### src/rtl/dma_chain_pkg.sv
package dma_chain_pkg;
  localparam int ADDR_W    = 32;
  localparam int DATA_W    = 32;
  localparam int PAGE_BITS = 12;
  localparam int CNT_W     = PAGE_BITS + 1;
  localparam int WCNT_W    = CNT_W - 2;
  localparam int REG_AW    = 3;

  typedef enum logic [2:0] {
    S_IDLE      = 3'd0,
    S_REQ_BUS   = 3'd1,
    S_XFER      = 3'd2,
    S_RELEASE   = 3'd3,
    S_NEXT_DESC = 3'd4,
    S_DONE      = 3'd5
  } dma_state_t;

  typedef struct packed {
    logic [ADDR_W-1:0] next_ptr;
    logic [ADDR_W-1:0] base;
    logic [CNT_W-1:0]  bytes;
    logic              to_dev;
    logic              final_link;
  } dma_desc_t;

  localparam int DESC_W = $bits(dma_desc_t);

  // A segment is rejected when empty, misaligned or spilling past its page.
  function automatic logic seg_invalid(input logic [PAGE_BITS-1:0] offs,
                                       input logic [CNT_W-1:0] n);
    logic [CNT_W:0] span;
    span = {2'b00, offs} + {1'b0, n};
    return (n == '0) || (n[1:0] != 2'b00) || (offs[1:0] != 2'b00) ||
           (span > (CNT_W+1)'(1 << PAGE_BITS));
  endfunction

  // Beats in the next burst: the remainder, capped at the burst size.
  function automatic logic [WCNT_W-1:0] beats_for(input logic [WCNT_W-1:0] left,
                                                  input logic [WCNT_W-1:0] cap);
    return (left > cap) ? cap : left;
  endfunction
endpackage

### src/rtl/dma_regfile.sv
module dma_regfile
  import dma_chain_pkg::*;
(
  input  logic              clk,
  input  logic              rst_n,
  input  logic              reg_we,
  input  logic [REG_AW-1:0] reg_addr,
  input  logic [DATA_W-1:0] reg_wdata,
  output logic [DATA_W-1:0] reg_rdata,
  input  logic              seq_busy,
  input  logic              set_done,
  input  logic              set_err,
  input  logic              link_load,
  input  logic [ADDR_W-1:0] link_value,
  output logic              go,
  output logic              cfg_to_dev,
  output logic              cfg_chain,
  output logic [ADDR_W-1:0] cfg_base,
  output logic [CNT_W-1:0]  cfg_bytes,
  output logic [ADDR_W-1:0] link_ptr,
  output logic              irq
);
  localparam logic [REG_AW-1:0] OFS_CTRL   = REG_AW'(0);
  localparam logic [REG_AW-1:0] OFS_BASE   = REG_AW'(1);
  localparam logic [REG_AW-1:0] OFS_BYTES  = REG_AW'(2);
  localparam logic [REG_AW-1:0] OFS_LINK   = REG_AW'(3);
  localparam logic [REG_AW-1:0] OFS_STATUS = REG_AW'(4);

  logic go_q, done_q, err_q, busy_all, cfg_wr_ok, status_wr, start_wr;

  assign busy_all  = seq_busy | go_q;
  assign cfg_wr_ok = reg_we & ~busy_all;
  assign status_wr = reg_we & (reg_addr == OFS_STATUS);
  assign start_wr  = cfg_wr_ok & (reg_addr == OFS_CTRL) & reg_wdata[0];
  assign go        = go_q;
  assign irq       = done_q | err_q;

  always_ff @(posedge clk) begin
    if (!rst_n) begin
      go_q       <= 1'b0;
      done_q     <= 1'b0;
      err_q      <= 1'b0;
      cfg_to_dev <= 1'b0;
      cfg_chain  <= 1'b0;
      cfg_base   <= '0;
      cfg_bytes  <= '0;
      link_ptr   <= '0;
    end else begin
      go_q   <= start_wr;
      done_q <= set_done | (done_q & ~(status_wr & reg_wdata[1]));
      err_q  <= set_err  | (err_q  & ~(status_wr & reg_wdata[2]));
      if (link_load) begin
        link_ptr <= link_value;
      end else if (cfg_wr_ok) begin
        case (reg_addr)
          OFS_CTRL: begin
            cfg_to_dev <= reg_wdata[1];
            cfg_chain  <= reg_wdata[2];
          end
          OFS_BASE:  cfg_base  <= reg_wdata;
          OFS_BYTES: cfg_bytes <= reg_wdata[CNT_W-1:0];
          OFS_LINK:  link_ptr  <= reg_wdata;
          default: ;
        endcase
      end
    end
  end

  always_comb begin
    reg_rdata = '0;
    case (reg_addr)
      OFS_CTRL:   reg_rdata = {{(DATA_W-3){1'b0}}, cfg_chain, cfg_to_dev, 1'b0};
      OFS_BASE:   reg_rdata = cfg_base;
      OFS_BYTES:  reg_rdata = {{(DATA_W-CNT_W){1'b0}}, cfg_bytes};
      OFS_LINK:   reg_rdata = link_ptr;
      OFS_STATUS: reg_rdata = {{(DATA_W-3){1'b0}}, err_q, done_q, busy_all};
      default:    reg_rdata = '0;
    endcase
  end
endmodule

### src/rtl/dma_xfer_path.sv
module dma_xfer_path
  import dma_chain_pkg::*;
#(
  parameter int unsigned BURST_WORDS = 4
) (
  input  logic              clk,
  input  logic              rst_n,
  input  logic              load_cfg,
  input  logic              load_desc,
  input  logic [ADDR_W-1:0] cfg_base,
  input  logic [WCNT_W-1:0] cfg_words,
  input  logic              cfg_to_dev,
  input  logic [ADDR_W-1:0] dsc_base,
  input  logic [WCNT_W-1:0] dsc_words,
  input  logic              dsc_to_dev,
  input  logic              burst_begin,
  input  logic              beat,
  output logic [ADDR_W-1:0] cur_addr,
  output logic              to_dev,
  output logic              burst_last,
  output logic              words_zero
);
  localparam logic [WCNT_W-1:0] CAP      = WCNT_W'(BURST_WORDS);
  localparam logic [ADDR_W-1:0] WORD_INC = ADDR_W'(DATA_W / 8);

  logic [WCNT_W-1:0] left_q, run_q;

  always_ff @(posedge clk) begin
    if (!rst_n) begin
      cur_addr <= '0;
      left_q   <= '0;
      run_q    <= '0;
      to_dev   <= 1'b0;
    end else begin
      if (load_cfg) begin
        cur_addr <= cfg_base;
        left_q   <= cfg_words;
        to_dev   <= cfg_to_dev;
      end else if (load_desc) begin
        cur_addr <= dsc_base;
        left_q   <= dsc_words;
        to_dev   <= dsc_to_dev;
      end else if (beat) begin
        cur_addr <= cur_addr + WORD_INC;
        left_q   <= left_q - 1'b1;
      end
      if (burst_begin) begin
        run_q <= beats_for(left_q, CAP);
      end else if (beat) begin
        run_q <= run_q - 1'b1;
      end
    end
  end

  assign burst_last = (run_q == WCNT_W'(1));
  assign words_zero = (left_q == '0);
endmodule

### src/rtl/dma_sequencer.sv
module dma_sequencer
  import dma_chain_pkg::*;
(
  input  logic       clk,
  input  logic       rst_n,
  input  logic       go,
  input  logic       cfg_chain,
  input  logic       cfg_bad,
  input  logic       desc_valid,
  input  logic       desc_bad,
  input  logic       desc_final,
  input  logic       bus_gnt,
  input  logic       dev_ready,
  input  logic       burst_last,
  input  logic       words_zero,
  output dma_state_t state,
  output logic       beat,
  output logic       bus_req,
  output logic       bus_done,
  output logic       desc_req,
  output logic       load_cfg,
  output logic       load_desc,
  output logic       burst_begin,
  output logic       set_done,
  output logic       set_err
);
  dma_state_t nxt;
  logic fail_q, last_q, fail_now;

  always_comb begin
    nxt         = state;
    beat        = 1'b0;
    bus_req     = 1'b0;
    bus_done    = 1'b0;
    desc_req    = 1'b0;
    load_cfg    = 1'b0;
    load_desc   = 1'b0;
    burst_begin = 1'b0;
    set_done    = 1'b0;
    set_err     = 1'b0;
    fail_now    = 1'b0;
    case (state)
      S_IDLE: begin
        if (go) begin
          if (cfg_chain) begin
            nxt = S_NEXT_DESC;
          end else if (cfg_bad) begin
            fail_now = 1'b1;
            nxt      = S_DONE;
          end else begin
            load_cfg = 1'b1;
            nxt      = S_REQ_BUS;
          end
        end
      end
      S_NEXT_DESC: begin
        desc_req = 1'b1;
        if (desc_valid) begin
          if (desc_bad) begin
            fail_now = 1'b1;
            nxt      = S_DONE;
          end else begin
            load_desc = 1'b1;
            nxt       = S_REQ_BUS;
          end
        end
      end
      S_REQ_BUS: begin
        bus_req = 1'b1;
        if (bus_gnt) begin
          burst_begin = 1'b1;
          nxt         = S_XFER;
        end
      end
      S_XFER: begin
        bus_req = 1'b1;
        beat    = dev_ready;
        if (dev_ready && burst_last) nxt = S_RELEASE;
      end
      S_RELEASE: begin
        bus_done = 1'b1;
        if (!words_zero)  nxt = S_REQ_BUS;
        else if (!last_q) nxt = S_NEXT_DESC;
        else              nxt = S_DONE;
      end
      S_DONE: begin
        set_err  = fail_q;
        set_done = ~fail_q;
        nxt      = S_IDLE;
      end
      default: nxt = S_IDLE;
    endcase
  end

  always_ff @(posedge clk) begin
    if (!rst_n) begin
      state  <= S_IDLE;
      fail_q <= 1'b0;
      last_q <= 1'b1;
    end else begin
      state <= nxt;
      if (state == S_IDLE && go) fail_q <= 1'b0;
      if (fail_now)              fail_q <= 1'b1;
      if (load_cfg)              last_q <= 1'b1;
      else if (load_desc)        last_q <= desc_final;
    end
  end
endmodule

### src/rtl/dma_chain_engine.sv
module dma_chain_engine
  import dma_chain_pkg::*;
#(
  parameter int unsigned BURST_WORDS = 4
) (
  input  logic              clk,
  input  logic              rst_n,
  input  logic              reg_we,
  input  logic [REG_AW-1:0] reg_addr,
  input  logic [DATA_W-1:0] reg_wdata,
  output logic [DATA_W-1:0] reg_rdata,
  output logic              irq,
  output logic              bus_req,
  input  logic              bus_gnt,
  output logic              bus_done,
  output logic              desc_req,
  output logic [ADDR_W-1:0] desc_addr,
  input  logic              desc_valid,
  input  logic [DESC_W-1:0] desc_data,
  output logic              mem_valid,
  output logic              mem_we,
  output logic [ADDR_W-1:0] mem_addr,
  output logic [DATA_W-1:0] mem_wdata,
  input  logic [DATA_W-1:0] mem_rdata,
  input  logic              dev_ready,
  output logic              dev_strobe,
  output logic              dev_dir,
  input  logic [DATA_W-1:0] dev_rdata,
  output logic [DATA_W-1:0] dev_wdata
);
  // Named internal events, visible to the bound checker.
  dma_state_t        seq_state;
  logic              go, cfg_to_dev, cfg_chain, cfg_bad, dsc_bad;
  logic [ADDR_W-1:0] cfg_base, link_ptr, cur_addr;
  logic [CNT_W-1:0]  cfg_bytes;
  logic              beat, load_cfg, load_desc, burst_begin;
  logic              set_done, set_err, burst_last, words_zero, to_dev;
  dma_desc_t         dsc;

  assign dsc     = desc_data;
  assign cfg_bad = seg_invalid(cfg_base[PAGE_BITS-1:0], cfg_bytes);
  assign dsc_bad = seg_invalid(dsc.base[PAGE_BITS-1:0], dsc.bytes);

  dma_regfile u_regs (
    .clk        (clk),
    .rst_n      (rst_n),
    .reg_we     (reg_we),
    .reg_addr   (reg_addr),
    .reg_wdata  (reg_wdata),
    .reg_rdata  (reg_rdata),
    .seq_busy   (seq_state != S_IDLE),
    .set_done   (set_done),
    .set_err    (set_err),
    .link_load  (load_desc & ~dsc.final_link),
    .link_value (dsc.next_ptr),
    .go         (go),
    .cfg_to_dev (cfg_to_dev),
    .cfg_chain  (cfg_chain),
    .cfg_base   (cfg_base),
    .cfg_bytes  (cfg_bytes),
    .link_ptr   (link_ptr),
    .irq        (irq)
  );

  dma_sequencer u_seq (
    .clk         (clk),
    .rst_n       (rst_n),
    .go          (go),
    .cfg_chain   (cfg_chain),
    .cfg_bad     (cfg_bad),
    .desc_valid  (desc_valid),
    .desc_bad    (dsc_bad),
    .desc_final  (dsc.final_link),
    .bus_gnt     (bus_gnt),
    .dev_ready   (dev_ready),
    .burst_last  (burst_last),
    .words_zero  (words_zero),
    .state       (seq_state),
    .beat        (beat),
    .bus_req     (bus_req),
    .bus_done    (bus_done),
    .desc_req    (desc_req),
    .load_cfg    (load_cfg),
    .load_desc   (load_desc),
    .burst_begin (burst_begin),
    .set_done    (set_done),
    .set_err     (set_err)
  );

  dma_xfer_path #(.BURST_WORDS(BURST_WORDS)) u_path (
    .clk         (clk),
    .rst_n       (rst_n),
    .load_cfg    (load_cfg),
    .load_desc   (load_desc),
    .cfg_base    (cfg_base),
    .cfg_words   (cfg_bytes[CNT_W-1:2]),
    .cfg_to_dev  (cfg_to_dev),
    .dsc_base    (dsc.base),
    .dsc_words   (dsc.bytes[CNT_W-1:2]),
    .dsc_to_dev  (dsc.to_dev),
    .burst_begin (burst_begin),
    .beat        (beat),
    .cur_addr    (cur_addr),
    .to_dev      (to_dev),
    .burst_last  (burst_last),
    .words_zero  (words_zero)
  );

  assign desc_addr  = link_ptr;
  assign mem_valid  = beat;
  assign mem_we     = ~to_dev;
  assign mem_addr   = cur_addr;
  assign mem_wdata  = dev_rdata;
  assign dev_wdata  = mem_rdata;
  assign dev_strobe = beat;
  assign dev_dir    = to_dev;
endmodule

### config.mk
export PLATFORM = sky130hd
export DESIGN_NAME = dma_chain_engine
export DESIGN_NICKNAME = d
export VERILOG_FILES = /design/src/rtl/dma_chain_pkg.sv /design/src/rtl/dma_regfile.sv /design/src/rtl/dma_xfer_path.sv /design/src/rtl/dma_sequencer.sv /design/src/rtl/dma_chain_engine.sv
export SDC_FILE = /design/constraint.sdc
export NUM_CORES = 1
export LEC_CHECK = 0
export ABC_AREA = 1
export BUFFER_PORTS_ARGS = -buffer_cell sky130_fd_sc_hd__buf_2
export CELL_PAD_IN_SITES_DETAIL_PLACEMENT = 0
export CELL_PAD_IN_SITES_GLOBAL_PLACEMENT = 1
export CORE_ASPECT_RATIO = 0.9
export CORE_MARGIN = 3
export CORE_UTILIZATION = 38
export CTS_BUF_LIST = sky130_fd_sc_hd__clkbuf_2
export CTS_CLUSTER_DIAMETER = 30
export DETAILED_ROUTE_END_ITERATION = 6
export PLACE_DENSITY_LB_ADDON = 0.1
export SLEW_MARGIN = 20
export SYNTH_ARGS = -nofsm -noshare
export SYNTH_HDL_FRONTEND = slang
export SYNTH_SLANG_ARGS = --single-unit
### constraint.sdc
create_clock -name clk -period 6.95 [get_ports clk]
set_clock_uncertainty 0.2 [all_clocks]
set_input_delay 0.695 -clock clk [delete_from_list [all_inputs] [get_ports clk]]
set_output_delay 0.695 -clock clk [all_outputs]
set_load 0.02 [all_outputs]
==> flow_summary.ini, run 1 <==
[run_status]
violations = DRC
status = finished, violations left

[clocking]
clkSlewWorstSetupHoldPaths_ns = 0.24
clock-root-buffer = clkbuf_2
ctsHtreeMaxLevel = 4
cts_sinks = 142
cts_buffer_depth = 2
cts_made_buffers = 17
cts_setup_buffers = 0
clk_latency_ns = 0.77
cts_resized = 0
cts_tree = yes

[worst_setup_path]
worst_setup_path_start_kind = flip-flop
crit_required_ns = 7.44
path_class = flip-flop to flip-flop
worstPathArrival_ns = 4.89
critical_path_peak_fanout = 75
endpoint_kind = flip-flop

[yosys]
ys_top_cells_by_area = dfxtp_1 28%, nand2_1 13%, o21ai_0 8.5%
yosys.area.top_type = dfxtp_1
synth.most_common_cell = nand2_1
ys_warn_count = 0
synth_top_area_share_pct = 28.32
synth_edf_count = 0
synth_flop_cell = dfxtp_1
netlist_top_cells_count = 341 x nand2_1, 215 x inv_1, 170 x o21ai_0
netlist_instances = 1596
synth_cell_types = 49
synth_area_per_cell_um2 = 6.290
syn_area_mm2 = 0.01004
ys_seq_area_share_pct = 28.32
synth-seq-cells = 142
syn_nets = 1811
async_flop_share_pct = 0

[die]
core_mm2 = 0.02553
dieWidth_um = 177.3
start_util_pct = 39.32
fp.dieH_um = 160.2
pin_count = 352
rows = 55
dieArea_mm2 = 0.02841

[power]
p_per_area_mw_per_mm2 = 189.5
p_leak_nw = 5.613
peakVddDrop_mv = 0.08803

[placed_design]
dp_cells = 2035
place_area_mm2 = 0.01085
hpwl_um = 28090
portBuffers = 223
place_congestion = 0.9213

[sta]
hold_viol = 0
max_freq_ghz = 0.2272
period_minus_slack_ns = 4.401
fin_tns_setup_ns = 0
rsz0062_at_grt = false
worst_pin_slew_ns = 1.056
setup_viol = 0
period_share_pct = 63.32
max_slew_margin_pct = 29.52
slew_violations = 0

[routing]
dr.pass1.iters = 7
post_drt_wl_per_cell_um = 17.57
drt_wl_total_um = 37140
vias_per_cell = 5.168
vias = 10930
drt_iter0_markers = 942
drc = 1
ant_nets = 0

[global_routing]
grt_use_total_pct = 25.67
grt_overflow = 0
antenna_found_initial = 5
grt_pass1_vias = 10130
grt_pass1_wl_um = 57580
grt_max_degree = 76

[final_layout]
drive_gt1_share_pct = 15.83
final_area_mm2 = 0.01151
nNetsFinal = 1971
layout-area-overhead-vs-synth_pct = 14.61
final_cells = 2114

[job]
max-cap-violations = 0

[hold_path]
min_path_type = primary input to flip-flop
[cells in the final DEF, fill, tap and decap left out, types with 3 or more instances in the layout]
cell and n:
a211oi_1 5, a21oi_1 112, a22oi_1 5, a31oi_1 4, buf_2 223, buf_4 8
clkbuf_2 17, clkinv_1 3, dfxtp_1 142, diode_2 3, dlygate4sd3_1 44, ha_1 29
inv_1 215, inv_6 8, nand2_1 341, nand3_1 101, nand3_2 3, nand4_1 34
nor2_1 144, nor3_1 24, nor4_1 9, o211ai_1 11, o21a_1 11, o21ai_0 170
o21ai_1 23, o221ai_1 8, xnor2_1 14, xor2_1 24
[critical path, cell delays in order (launching register included)]
cell,delay [ns]
dfxtp_1,0.44
ha_1,0.24
inv_1,0.07
fa_1,0.38
inv_1,0.10
nand3_1,0.07
nand2_1,0.11
nand2_1,0.08
nand2_1,0.08
nand2_1,0.09
o21ai_1,0.15
xor2_1,0.15
nand2_1,0.13
nand3_2,0.08
buf_4,0.60
nand3_2,0.55
buf_4,0.45
o21ai_0,0.14
inv_1,0.07
a21oi_1,0.13
[layer usage]
layer	track usage (%)	vias up	part of all wire, %	routed length (um)
met2	37.96	401	42	15760
li1	-	5476	-	-
met1	38.12	5000	48	17950
met5	0	-	0.043	16
met4	5.103	4	1.4	524
met3	5.801	45	7.8	2899
[cell type report]
type	count	area (um2)
Fill cell	2819	14020
Multi-Input combinational cell	1100	5573
Sequential cell	142	2843
Timing Repair Buffer	275	1617
Inverter	220	828.3
Tap cell	342	427.9
Clock inverter	15	125.1
Clock buffer	17	85.08
Antenna cell	3	7.507
[flip-flops by register name, indices dropped and copies added, names as in the netlist]
register and count:
u_regs.err_q 1, u_regs.link_ptr 32, u_path.cur_addr 32, u_regs.cfg_to_dev 1
u_regs.done_q 1, u_path.run_q 11, u_regs.cfg_bytes 13, u_seq.state 3
u_regs.go 1, u_seq.last_q 1, u_regs.cfg_chain 1, u_seq.fail_q 1
u_path.left_q 11, u_path.to_dev 1, u_regs.cfg_base 32
[kinds of logic after synthesis]
group	Yosys count	share of synthesized area [%]
and+or+nand+nor	672	28.60
adders and majority gates	31	4.013
AOI/OAI and AO/OA	358	19.32
xor gates and xnor gates	39	3.477
buffers and inverters	354	16.28
DFF	142	28.32
[report_power, final]
part / switching (mW) / leakage [nW] / internal, mW
sequential: 0.0586 / 1.15 / 0.881
combinational: 0.506 / 4.33 / 0.256
clock: 0.372 / 0.129 / 0.107
total: 0.936 / 5.61 / 1.24
[path summary, 6_finish.rpt]
path | startpoint | end | slack (ns) | cells past startpoint
setup / recovery | u_regs.cfg_bytes[0] | u_path.left_q[2] | 2.55 | 19
hold / removal | desc_data[72] | u_regs.link_ptr[25] | 0.03 | 5
setup reg to reg | u_regs.cfg_bytes[0] | u_path.left_q[2] | 2.55 | 19
hold reg to reg | u_path.cur_addr[0] | u_path.cur_addr[0] | 0.29 | 1
[timing repair]
action                                 CTS  global route
setup endpoints to repair                0             0
endpoints found under the hold margin   41             4
hold buffers                            40             4
[through the flow]
stage          hold WS [ns]  setup slack [ns]  utilization (%)  power (mW)
2_1_floorplan        0.2396             3.790                -       1.501
3_3_place_gp         0.2609             2.451            42.49       1.688
3_5_place_dp         0.2668             2.401            42.49       1.689
4_1_cts            0.004056             2.546            44.88       2.183
5_1_grt            0.003458             2.001            45.07       2.330
6_report            0.03000             2.549            45.07       2.180
No activity file was read; power rests on OpenSTA's default activity.
==> run 2: changes to the inputs <==
- CORE_UTILIZATION: 38 -> 32
- clock period: 6.95 -> 3.99 ns (I/O delays scaled with it)
==> flow_summary.ini, run 2 (synthesis results as in run 1) <==
[global_routing]
grt_pass1_vias = 10990
grt_use_total_pct = 23.89
grt_overflow = 0
antenna_found_initial = 3
grt_pass1_wl_um = 63060
grt_max_degree = 61

[die]
dieArea_mm2 = 0.03354
start_util_pct = 33.02
rows = 60
core_mm2 = 0.03040
pin_count = 352
fp.dieH_um = 174.0
dieWidth_um = 192.7

[final_layout]
multiInputGateArea_mm2 = 0.005615
layout-area-overhead-vs-synth_pct = 30.81
nNetsFinal = 2117
final_cell_mix = 339 x nand2_1, 223 x buf_2, 215 x inv_1
final_common_cell = nand2_1
drive_gt1_share_pct = 16.61
nFillCells = 3350
final_cells = 2320
seqCellArea_mm2 = 0.002843
reg.largest.list = u_path.cur_addr: 32 flops, u_regs.cfg_base: 32 flops, u_regs.link_ptr: 32 flops

[clocking]
cts_buffer_depth = 2
clk_latency_ns = 0.78
clock-root-buffer = clkbuf_2
cts_made_buffers = 17
clkSlewWorstSetupHoldPaths_ns = 0.34
cts_tree = yes
cts_sinks = 142
ctsHtreeMaxLevel = 4

[power]
internal-power_mw = 2.273
p_comb_share_pct = 36.5
p_leak_nw = 6.245
power_frac_seq_pct = 41.1
netSwitchingPower_mw = 1.712
clkPwrFrac_pct = 22.4
peakVddDrop_mv = 0.1817
p_per_area_mw_per_mm2 = 303.4
switching_share_pct = 42.96

[routing]
drt_wl_total_um = 41170
dr.pass1.iters = 5
post_drt_wl_per_cell_um = 17.75
drt_iter0_markers = 736
vias_per_cell = 4.947
vias = 11480
ant_nets = 0
drc = 0

[worst_setup_path]
critical_path_peak_fanout = 8
worst_setup_path_start_kind = primary input
worstPathArrival_ns = 4.47
crit_required_ns = 4.57
crit_chain = dlygate4sd3_1 -> buf_2 -> ha_2 -> nand2_1 -> nor2_1 -> nand3_1 -> nand4_1 -> nand2_1 -> nor2_1 -> nand3_1 -> nand2_4 -> nand3_4 -> buf_12 -> nor2_4 -> buf_4 -> clkbuf_16 -> nand2_1 -> dlygate4sd3_1 -> o21a_1 -> dlygate4sd3_1 -> nor2_1
crit_path_top_delay_cell = dlygate4sd3_1
endpoint_kind = flip-flop
slowest_delay_ns = 0.56
path_class = primary input to flip-flop

[placed_design]
hpwl_um = 30470
place_congestion = 0.8744
portBuffers = 223
dp_cells = 2114
dpl_worst_slack_ns = 0.5379

[sta]
worst_slack_ns = 0.09803
period_share_pct = 97.54
slew_violations = 0
fin_tns_setup_ns = 0
period_minus_slack_ns = 3.892
hold_viol = 0
setup_viol = 0
worst_pin_slew_ns = 0.7434
max_freq_ghz = 0.2569
rsz0062_at_grt = true
max_slew_margin_pct = 49.99

[job]
max-cap-violations = 0

[run_status]
status = finished, final reports clean

[hold_path]
min_path_type = primary input to flip-flop
## run 2: worst max-delay path, delay by kind of cell
| kind | cells | cell delay (ns) |
|---|---|---|
| simple gates | 12 | 1.24 |
| buf+inv | 7 | 2.34 |
| compound gates | 1 | 0.10 |
| fa+ha+maj | 1 | 0.38 |
## run 2: layout make-up
class | count | share of cell area [%]
clock inverters | 15 | 1.105
flip-flops and latches | 142 | 21.65
repair buffers | 421 | 23.64
multi-input cells | 1100 | 42.76
clock buffers | 17 | 0.6479
inverters | 220 | 6.326
diodes | 2 | 0.03811
well taps | 403 | 3.840
## run 2: path summary, 6_finish.rpt
check | from | cells after the start | slack (ns) | endpoint
setup / recovery | desc_data[10] | 21 | 0.1 | u_regs.link_ptr[19]
hold / removal | desc_data[0] | 6 | 0.08 | u_seq.last_q
setup reg to reg | u_seq.state[2] | 14 | 0.33 | u_regs.link_ptr[19]
hold reg to reg | u_path.cur_addr[0] | 1 | 0.29 | u_path.cur_addr[0]
## run 2: routing by layer
layer / routed length (um) / track usage [%]
met2: 17380 / 35.90
met3: 2845 / 4.416
met4: 628 / 4.552
met1: 20320 / 35.63
met5: 0 / 0
## run 2: stage by stage
step                power (mW)  cell area (um2)  hold WS [ns]  util [%]
finish                   3.985            13130       0.08014     43.19
CTS                      3.987            12910       0.01269     42.47
floorplan                2.614            10040        0.2396         -
global placement         2.977            11070        0.2651     36.42
detailed placement       2.977            11070        0.2671     36.42
global route             4.248            13130       0.04361     43.19
## run 2: timing repair
item | 4_1_cts | 5_1_grt
gates resized for setup | 0 | 16
endpoints found under the hold margin | 130 | 0
hold buffers | 161 | 0
setup endpoints to repair | 0 | 11
setup buffers | 0 | 7
## run 2: power by group through the flow
| stage | logic [mW] | registers (mW) | clock network [mW] |
|---|---|---|---|
| 2_1_floorplan | 0.936 | 1.68 | 0 |
| 3_3_place_gp | 1.31 | 1.66 | 0 |
| 3_5_place_dp | 1.31 | 1.66 | 0 |
| 4_1_cts | 1.44 | 1.64 | 0.908 |
| 5_1_grt | 1.64 | 1.65 | 0.958 |
| 6_report | 1.45 | 1.64 | 0.891 |
==> run 3: changes to the inputs <==
- CORE_UTILIZATION: 32 -> 35
- clock period: 3.99 -> 4.3 ns (I/O delays scaled with it)
==> flow_summary.ini, run 3 (synthesis results as in run 1) <==
[sta]
period_share_pct = 93.95
setup_viol = 0
hold_viol = 0
worst_pin_slew_ns = 0.7627
max_freq_ghz = 0.2475
rsz0062_at_grt = false
period_minus_slack_ns = 4.040
max_slew_margin_pct = 48.68
slew_violations = 0
fin_tns_setup_ns = 0

[worst_setup_path]
critical_path_peak_fanout = 16
path_class = primary input to flip-flop
critPathBufInv = 6
crit_chain = dlygate4sd3_1 -> buf_2 -> ha_1 -> nand2_1 -> nor2_1 -> nand2_1 -> nand3_1 -> nand2_1 -> nand2_1 -> nand2_1 -> nor2_1 -> nand3_1 -> nand2_4 -> nand3_4 -> inv_4 -> nand2_2 -> buf_4 -> nand2_1 -> o21ai_1 -> dlygate4sd3_1 -> a21oi_1 -> dlygate4sd3_1
crit_path_top_delay_cell = dlygate4sd3_1
crit_required_ns = 4.78
worstPathArrival_ns = 4.52
critical_path.top_delay_family = buffers and inverters
worst_setup_path_start_kind = primary input
slowest_delay_ns = 0.56
endpoint_kind = flip-flop
critPathMostFrequentCell = nand2_1
regToRegSetupSlack_ns = 0.54

[final_layout]
final_common_cell = nand2_1
fin_util_pct = 45.32
reg.largest.list = u_path.cur_addr: 32 flops, u_regs.cfg_base: 32 flops, u_regs.link_ptr: 32 flops
seqCellArea_mm2 = 0.002843
multiInputGateArea_mm2 = 0.005573
nNetsFinal = 2093
drive_gt1_share_pct = 15.97
nFillCells = 3009
final_cell_mix = 341 x nand2_1, 223 x buf_2, 214 x inv_1
layout-area-overhead-vs-synth_pct = 26.77

[die]
start_util_pct = 35.75
fp.dieH_um = 166.7
dieWidth_um = 184.5
dieArea_mm2 = 0.03076
rows = 58
core_mm2 = 0.02808
pin_count = 352

[global_routing]
grt_use_total_pct = 23.94
grt_max_degree = 78
grt_pass1_vias = 10360
grt_pass1_wl_um = 58600
grt_overflow = 0
antenna_found_initial = 3

[clocking]
cts_made_buffers = 17
clkSlewWorstSetupHoldPaths_ns = 0.26
clock-root-buffer = clkbuf_2
clk_latency_ns = 0.74
ctsHtreeMaxLevel = 4
cts_buffer_depth = 2
cts_tree = yes
cts_sinks = 142

[hold_path]
min_path_type = primary input to flip-flop

[power]
p_per_area_mw_per_mm2 = 286.2
peakVddDrop_mv = 0.1826
p_leak_nw = 6.156
fin_total_pwr_mw = 3.643

[routing]
drt_iter0_markers = 686
drc = 0
dr.pass1.iters = 5
ant_nets = 0
vias = 11300
post_drt_wl_per_cell_um = 16.88
vias_per_cell = 5.017
drt_wl_total_um = 38010

[placed_design]
portBuffers = 223
place_congestion = 0.8911
hpwl_um = 28840

[job]
max-cap-violations = 0

[run_status]
status = finished, final reports clean
## run 3: path summary, 6_finish.rpt
| kind | to | depth (start not counted) | start |
|---|---|---|---|
| setup reg to reg | u_path.left_q[10] | 19 | u_regs.cfg_bytes[0] |
| hold / removal | u_path.run_q[1] | 5 | dev_ready |
| hold reg to reg | u_path.cur_addr[1] | 1 | u_path.cur_addr[1] |
| setup / recovery | u_regs.link_ptr[16] | 22 | desc_data[5] |
## run 3: worst min-delay path, delay by kind of cell
family | cells | cell delay (ns)
AOI/OAI and AO/OA | 1 | 0.09
buffers and inverters | 3 | 0.35
and+or+nand+nor | 1 | 0.14
## run 3: stage by stage
step                      setup WS (ns)  cell area (um2)  cells  hold WS [ns]
after floorplan                   1.405            10040   1596        0.2396
after global placement           0.4964            11000   2069        0.2643
after detailed placement         0.4471            11000   2069        0.2674
after CTS                       0.04478            12690   2246       0.01356
after global routing            0.03480            12730   2252       0.05486
final                            0.2602            12730   2252        0.1005
## run 3: area by class of cell
| cell class | count | area share, % |
|---|---|---|
| diodes | 1 | 0.01966 |
| clock buffers | 17 | 0.6685 |
| clock inverters | 15 | 1.160 |
| inverters | 220 | 6.508 |
| multi-input cells | 1100 | 43.79 |
| flip-flops and latches | 142 | 22.34 |
| well taps | 360 | 3.539 |
| repair buffers | 397 | 21.98 |
## run 3: routing by layer
| layer | vias up | routed length [um] | GRT usage (%) |
|---|---|---|---|
| li1 | 5723 | - | - |
| met1 | 5171 | 19210 | 36.45 |
| met2 | 378 | 15980 | 35.58 |
| met3 | 26 | 2508 | 4.433 |
| met4 | 0 | 307 | 3.779 |
| met5 | - | 0 | 0 |
## run 3: what timing repair did
action                     4_1_cts  5_1_grt
hold buffers                   145        0
hold endpoints to repair       125        0
setup endpoints to repair        0        2
setup buffers                    0        5
resized for setup                0        0
## run 3: report_power, final
group	total (mW)	switching [mW]	internal (mW)	leakage, nW
registers	1.52	0.0937	1.42	1.15
logic	1.32	0.831	0.493	4.87
clock network	0.801	0.618	0.183	0.133
total	3.64	1.54	2.10	6.16
